$ cat src/rtl/mac_fwd_pkg.sv
package mac_fwd_pkg;
    localparam int MAC_W = 48;
    typedef logic [MAC_W-1:0] mac_t;
    localparam mac_t MAC_BCAST = {MAC_W{1'b1}};

    typedef enum logic [1:0] {
        LRN_IDLE,
        LRN_REFRESH,
        LRN_FILL,
        LRN_EVICT
    } learn_act_e;
endpackage

$ cat src/rtl/mac_fwd_entry.sv
module mac_fwd_entry
    import mac_fwd_pkg::*;
#(
    parameter int PW      = 3,
    parameter int AGE_W   = 16,
    parameter int TIMEOUT = 50000
) (
    input  logic             clk,
    input  logic             rst_n,
    input  logic             load,
    input  mac_t             load_mac,
    input  logic [PW-1:0]    load_port,
    input  mac_t             learn_mac,
    input  mac_t             lookup_mac,
    output logic             valid_o,
    output logic [PW-1:0]    port_o,
    output logic [AGE_W-1:0] age_o,
    output logic             learn_hit_o,
    output logic             lookup_hit_o
);
    localparam logic [AGE_W-1:0] AGE_FULL = AGE_W'(TIMEOUT);

    logic             valid_q;
    mac_t             mac_q;
    logic [PW-1:0]    port_q;
    logic [AGE_W-1:0] age_q;

    // Load has priority over the countdown, so a refresh beats expiry.
    always_ff @(posedge clk) begin
        if (!rst_n) begin
            valid_q <= 1'b0;
            mac_q   <= '0;
            port_q  <= '0;
            age_q   <= '0;
        end else if (load) begin
            valid_q <= 1'b1;
            mac_q   <= load_mac;
            port_q  <= load_port;
            age_q   <= AGE_FULL;
        end else if (valid_q) begin
            if (age_q <= AGE_W'(1)) begin
                valid_q <= 1'b0;
                age_q   <= '0;
            end else begin
                age_q <= age_q - AGE_W'(1);
            end
        end
    end

    always_comb begin
        valid_o      = valid_q;
        port_o       = port_q;
        age_o        = age_q;
        learn_hit_o  = valid_q && (mac_q == learn_mac);
        lookup_hit_o = valid_q && (mac_q == lookup_mac);
    end
endmodule

$ cat src/rtl/mac_fwd_victim.sv
module mac_fwd_victim #(
    parameter int DEPTH = 8,
    parameter int AGE_W = 16,
    parameter int IW    = 3
) (
    input  logic [DEPTH-1:0]            valid_vec,
    input  logic [DEPTH-1:0][AGE_W-1:0] age_vec,
    output logic                        free_found,
    output logic [IW-1:0]               free_idx,
    output logic [IW-1:0]               oldest_idx
);
    logic [AGE_W-1:0] best_age;

    // Lowest-index free entry: scan downward so the last write wins.
    always_comb begin
        free_found = 1'b0;
        free_idx   = '0;
        for (int i = DEPTH - 1; i >= 0; i--) begin
            if (!valid_vec[i]) begin
                free_found = 1'b1;
                free_idx   = IW'(i);
            end
        end
    end

    // Smallest remaining count; strict compare keeps the lowest index on ties.
    always_comb begin
        oldest_idx = '0;
        best_age   = age_vec[0];
        for (int i = 1; i < DEPTH; i++) begin
            if (age_vec[i] < best_age) begin
                best_age   = age_vec[i];
                oldest_idx = IW'(i);
            end
        end
    end
endmodule

$ cat src/rtl/mac_fwd_resolve.sv
module mac_fwd_resolve #(
    parameter int NUM_PORTS = 5,
    parameter int DEPTH     = 8,
    parameter int PW        = 3
) (
    input  logic                       clk,
    input  logic                       rst_n,
    input  logic                       req,
    input  logic [DEPTH-1:0]           hit_vec,
    input  logic [DEPTH-1:0][PW-1:0]   port_tab,
    input  logic                       bcast,
    input  logic [PW-1:0]              in_port,
    input  logic [NUM_PORTS-1:0]       always_mask,
    input  logic [NUM_PORTS-1:0]       never_mask,
    output logic                       result_valid,
    output logic [NUM_PORTS-1:0]       result_mask,
    output logic                       result_hit
);
    localparam logic [NUM_PORTS-1:0] ALL_PORTS = {NUM_PORTS{1'b1}};
    localparam logic [NUM_PORTS-1:0] ONE       = NUM_PORTS'(1);

    logic                 hit_any;
    logic [PW-1:0]        hit_port;
    logic [NUM_PORTS-1:0] base_mask;
    logic [NUM_PORTS-1:0] final_mask;

    always_comb begin
        hit_any  = |hit_vec;
        hit_port = '0;
        for (int i = 0; i < DEPTH; i++) begin
            if (hit_vec[i]) hit_port = hit_port | port_tab[i];
        end
        base_mask  = (hit_any && !bcast) ? (ONE << hit_port) : ALL_PORTS;
        final_mask = ((base_mask | always_mask) & ~never_mask) & ~(ONE << in_port);
    end

    always_ff @(posedge clk) begin
        if (!rst_n) begin
            result_valid <= 1'b0;
            result_mask  <= '0;
            result_hit   <= 1'b0;
        end else begin
            result_valid <= req;
            result_mask  <= req ? final_mask : '0;
            result_hit   <= req && hit_any && !bcast;
        end
    end
endmodule

$ cat src/rtl/mac_fwd_table.sv
module mac_fwd_table
    import mac_fwd_pkg::*;
#(
    parameter int NUM_PORTS = 5,
    parameter int DEPTH     = 8,
    parameter int TIMEOUT   = 50000,
    localparam int PW       = (NUM_PORTS > 1) ? $clog2(NUM_PORTS) : 1,
    localparam int AGE_W    = $clog2(TIMEOUT + 1)
) (
    input  logic                 clk,
    input  logic                 rst_n,
    input  logic                 learn_valid,
    input  logic [47:0]          learn_mac,
    input  logic [PW-1:0]        learn_port,
    input  logic                 lookup_valid,
    input  logic [47:0]          lookup_mac,
    input  logic [PW-1:0]        lookup_port,
    input  logic [NUM_PORTS-1:0] always_mask,
    input  logic [NUM_PORTS-1:0] never_mask,
    output logic                 result_valid,
    output logic [NUM_PORTS-1:0] result_mask,
    output logic                 result_hit
);
    localparam int IW = (DEPTH > 1) ? $clog2(DEPTH) : 1;

    logic [DEPTH-1:0]            valid_vec;
    logic [DEPTH-1:0][PW-1:0]    port_vec;
    logic [DEPTH-1:0][AGE_W-1:0] age_vec;
    logic [DEPTH-1:0]            learn_hit_vec;
    logic [DEPTH-1:0]            lookup_hit_vec;
    logic [DEPTH-1:0]            load_vec;

    logic          free_found;
    logic [IW-1:0] free_idx;
    logic [IW-1:0] oldest_idx;
    logic [IW-1:0] refresh_idx;
    logic [IW-1:0] target_idx;
    learn_act_e    learn_act;

    genvar g;
    generate
        for (g = 0; g < DEPTH; g++) begin : g_entry
            mac_fwd_entry #(
                .PW(PW), .AGE_W(AGE_W), .TIMEOUT(TIMEOUT)
            ) u_entry (
                .clk          (clk),
                .rst_n        (rst_n),
                .load         (load_vec[g]),
                .load_mac     (learn_mac),
                .load_port    (learn_port),
                .learn_mac    (learn_mac),
                .lookup_mac   (lookup_mac),
                .valid_o      (valid_vec[g]),
                .port_o       (port_vec[g]),
                .age_o        (age_vec[g]),
                .learn_hit_o  (learn_hit_vec[g]),
                .lookup_hit_o (lookup_hit_vec[g])
            );
        end
    endgenerate

    mac_fwd_victim #(
        .DEPTH(DEPTH), .AGE_W(AGE_W), .IW(IW)
    ) u_victim (
        .valid_vec  (valid_vec),
        .age_vec    (age_vec),
        .free_found (free_found),
        .free_idx   (free_idx),
        .oldest_idx (oldest_idx)
    );

    // Addresses are unique in the table, so at most one hit bit is set.
    always_comb begin
        refresh_idx = '0;
        for (int i = 0; i < DEPTH; i++) begin
            if (learn_hit_vec[i]) refresh_idx = refresh_idx | IW'(i);
        end
    end

    always_comb begin
        if (!learn_valid)        learn_act = LRN_IDLE;
        else if (|learn_hit_vec) learn_act = LRN_REFRESH;
        else if (free_found)     learn_act = LRN_FILL;
        else                     learn_act = LRN_EVICT;
    end

    always_comb begin
        target_idx = '0;
        load_vec   = '0;
        unique case (learn_act)
            LRN_IDLE:    target_idx = '0;
            LRN_REFRESH: target_idx = refresh_idx;
            LRN_FILL:    target_idx = free_idx;
            LRN_EVICT:   target_idx = oldest_idx;
        endcase
        if (learn_act != LRN_IDLE) load_vec[target_idx] = 1'b1;
    end

    mac_fwd_resolve #(
        .NUM_PORTS(NUM_PORTS), .DEPTH(DEPTH), .PW(PW)
    ) u_resolve (
        .clk          (clk),
        .rst_n        (rst_n),
        .req          (lookup_valid),
        .hit_vec      (lookup_hit_vec),
        .port_tab     (port_vec),
        .bcast        (lookup_mac == MAC_BCAST),
        .in_port      (lookup_port),
        .always_mask  (always_mask),
        .never_mask   (never_mask),
        .result_valid (result_valid),
        .result_mask  (result_mask),
        .result_hit   (result_hit)
    );
endmodule

$ cat config.mk
export PLATFORM = sky130hd
export DESIGN_NAME = mac_fwd_table
export DESIGN_NICKNAME = d
export VERILOG_FILES = /design/src/rtl/mac_fwd_pkg.sv /design/src/rtl/mac_fwd_entry.sv /design/src/rtl/mac_fwd_victim.sv /design/src/rtl/mac_fwd_resolve.sv /design/src/rtl/mac_fwd_table.sv
export SDC_FILE = /design/constraint.sdc
export NUM_CORES = 2
export LEC_CHECK = 0
export CORE_MARGIN = 2
export CORE_UTILIZATION = 40
export DETAILED_ROUTE_END_ITERATION = 10
export DONT_BUFFER_PORTS = 1
export HOLD_SLACK_MARGIN = 0.15
export PLACE_DENSITY = 0.66
export SETUP_SLACK_MARGIN = 0.05
export SYNTH_ARGS = -nofsm -noshare
export SYNTH_HDL_FRONTEND = slang
export SYNTH_HIERARCHICAL = 1
export SYNTH_SLANG_ARGS = --single-unit
$ cat constraint.sdc
create_clock -name clk -period 50 [get_ports clk]
set_input_delay 12.5 -clock clk [delete_from_list [all_inputs] [get_ports clk]]
set_output_delay 12.5 -clock clk [all_outputs]
set_load 0.05 [all_outputs]
==> impl_metrics.tcl <==
set metrics [dict create \
    status "complete, but fails checks" \
    violations "DRC" \
    netlist_instances 3942 \
    drv_slew 0 \
    drc 7 \
    antenna_found_initial 0 \
    max_slew_margin_pct 16.6 \
    critPathKind "reg -> reg" \
    powerDensity_nw_per_um2 54.6 \
    cts_buffers 67 \
    io_pins 123 \
    synth_area_um2 35700 \
    critical-path-max-stage-delay_ns 0.92 \
    setup_slack_ns 29.78 \
    clockBufferDepth 3 \
    initial_core_util_pct 40.4 \
    postRouteAntennaNets 0 \
    htree_levels 3 \
    startpoint_type "register" \
    synth.yosys.seq_area_share_pct 30.9 \
    hold_class "reg -> reg" \
    clock_latency_ns 0.64 \
    cts_resized 0 \
    placed_cells 4985 \
    fin_crit_sh_pct 40.4 \
    ys_types 95 \
    die_x_um 303 \
    critPathBufInv 7 \
    layout_min_cycle_time_ns 20.22 \
    clock.fmax_mhz 49.5 \
    mostFrequentLayoutCell "dfxtp_1" \
    regArea_um2 11000 \
    grt_overflow 0 \
    skew_ns 0.0323 \
    synth_seq_cells 551 \
    synthFlopType "dfxtp_1" \
    fin_cells 5098 \
    cts_sinks 551 \
    p_leak_nw 13.6 \
    crit_slowest_cell "nor2_2" \
    layout_common_cells "551 x dfxtp_1, 441 x xnor2_1, 432 x nor2b_1, 423 x mux2i_1, 368 x xor2_1" \
    final.setup.tns_ns 0 \
    die-area_um2 91700 \
    synth_edf_count 0 \
    placed_cell_area_um2 36800 \
    routabilityCongestion 0.949 \
    cp.required_ns 50.49 \
    avgRoutedWirePerCell_um 23.2 \
    cts_tree "built" \
    worstPathArrival_ns 20.71 \
    nFillCells 8575 \
    nets 4118 \
    rsz0062_at_grt "false" \
    cpLargestDelayFamily "compound AO/OA/AOI/OAI gates" \
    root_buffer "clkbuf_16" \
    grtUsageTotal_pct 25.0 \
    hold_violations 0 \
    detail_route.wirelength_mm 118 \
    fp-row-count 109 \
    n_antenna_cell 0 \
    die_height_um 303 \
    synth_async_sr_flop_share_pct 0 \
    grt_max_degree 474 \
    grt_pass1_vias 28100 \
    via_count 29200 \
    tightest_slew_ns 1.25 \
    irDropWorstVdd_mv 0.200 \
    clk_pin_slew_ns 0.06 \
    postCtsHoldBufs 0 \
    design_area_um2 39000 \
    ys_warn_count 6 \
    drt_first_iter_violations 2902 \
    maxCapViolCount 0 \
    multiInputGateArea_um2 23600 \
    worst_setup_path_end_kind "register" \
    hpwl_mm 85.5 \
    drt_pass1_iterations 9 \
    grt_pass1_wl_mm 175 \
    layout-drive-gt1-share_pct 5.75 \
    total_power_mw 2.13 \
    coreArea_um2 88500 \
    portBuffers 0 \
    worst-path-max-fanout 57 \
    area_delta_synth_final_pct 9.22 \
    cts_setup_buffers 0 \
    syn_area_per_cell_um2 9.06 \
    finalSetupViolCount 0 \
    place_ws_ns 30.17 \
    synth_nets 4171 \
    via_per_inst 5.73 \
]
## layout make-up
class	count	area share, %
Clock buffer	95	4.93
Clock inverter	18	0.680
Inverter	155	1.49
Multi-Input combinational cell	3094	60.5
Sequential cell	551	28.3
Tap cell	1165	3.74
Timing Repair Buffer	20	0.385
## flip-flops by register name, summed over array words and instances (netlist names)
name                     count
g_entry.u_entry/age_o      128
g_entry.u_entry/mac_q      384
g_entry.u_entry/port_o      24
g_entry.u_entry/valid_o      8
u_resolve/result_hit         1
u_resolve/result_mask        5
u_resolve/result_valid       1
## worst min-delay path, delay by kind of cell (launching register included)
family	cells	cell delay (ns)
simple gates	1	0.09
flops	1	0.32
mux	1	0.07
## worst paths after layout
check	cells past startpoint	end	start	slack, ns
hold / removal	2	g_entry[2].u_entry/port_o[1]	g_entry[2].u_entry/port_o[1]	0.52
setup reg to reg	72	g_entry[3].u_entry/age_o[10]	g_entry[0].u_entry/age_o[2]	29.78
setup / recovery	72	g_entry[3].u_entry/age_o[10]	g_entry[0].u_entry/age_o[2]	29.78
hold reg to reg	2	g_entry[2].u_entry/port_o[1]	g_entry[2].u_entry/port_o[1]	0.52
## synth_stat cells (6+ instances only)
| cell | number | share of area, % |
|---|---|---|
| a2111oi_2 | 11 | 0.46 |
| a211oi_1 | 28 | 0.59 |
| a21boi_0 | 10 | 0.21 |
| a21o_1 | 24 | 0.50 |
| a21oi_1 | 143 | 2.0 |
| a21oi_2 | 10 | 0.25 |
| a22o_1 | 8 | 0.20 |
| a22oi_1 | 8 | 0.17 |
| a2bb2oi_1 | 8 | 0.20 |
| a31o_2 | 8 | 0.20 |
| a31oi_1 | 12 | 0.21 |
| and2_1 | 19 | 0.33 |
| and3_1 | 12 | 0.21 |
| buf_1 | 43 | 0.45 |
| clkbuf_1 | 90 | 0.95 |
| dfxtp_1 | 551 | 31 |
| ha_1 | 113 | 4.0 |
| inv_1 | 147 | 1.5 |
| inv_2 | 8 | 0.084 |
| maj3_1 | 6 | 0.17 |
| mux2_2 | 14 | 0.44 |
| mux2i_1 | 423 | 12 |
| nand2_1 | 74 | 0.78 |
| nand2b_1 | 11 | 0.19 |
| nand3_1 | 36 | 0.50 |
| nand4_1 | 166 | 2.9 |
| nand4b_1 | 8 | 0.20 |
| nor2_1 | 203 | 2.1 |
| nor2b_1 | 433 | 7.6 |
| nor3_1 | 67 | 0.94 |
| nor3b_1 | 12 | 0.25 |
| nor4_1 | 144 | 2.5 |
| nor4b_1 | 9 | 0.22 |
| o211ai_1 | 9 | 0.19 |
| o21ai_0 | 66 | 0.92 |
| o22ai_1 | 27 | 0.47 |
| o2bb2ai_1 | 9 | 0.22 |
| o41a_1 | 8 | 0.25 |
| or3b_2 | 8 | 0.20 |
| or4_1 | 51 | 1.1 |
| xnor2_1 | 441 | 11 |
| xor2_1 | 368 | 9.0 |
## power breakdown
group	switching, mW	leakage (nW)	internal (mW)
Sequential	0.0132	4.46	0.448
Combinational	0.761	8.02	0.418
Clock	0.205	1.07	0.286
Total	0.979	13.6	1.15
## per-stage QoR
step	hold WS, ns	utilization, %
after global placement	0.497	41.6
after detailed placement	0.509	41.6
after floorplan	0.483	-
final	0.520	44.1
after global routing	0.543	44.1
after CTS	0.524	44.1
## logic make-up after synthesis
family | Yosys count | share of synthesized area (%)
AOI/OAI and AO/OA | 444 | 8.70
xor gates and xnor gates | 809 | 19.8
adders and majority gates | 119 | 4.13
buffers and inverters | 297 | 3.26
DFF | 551 | 30.9
muxes | 443 | 12.5
and+or+nand+nor | 1279 | 20.7
## layer usage
| metal | wire length (um) | part of all wire, % | GRT usage (%) | vias to the layer above |
|---|---|---|---|---|
| met4 | 5480 | 4.6 | 11.5 | 0 |
| met5 | 0 | 0 | 0 | - |
| met3 | 11000 | 9.3 | 5.41 | 268 |
| met1 | 50500 | 43 | 33.2 | 14100 |
| met2 | 51200 | 43 | 38.6 | 1167 |
| li1 | - | - | - | 13700 |
(Power assumes the default switching activity.)
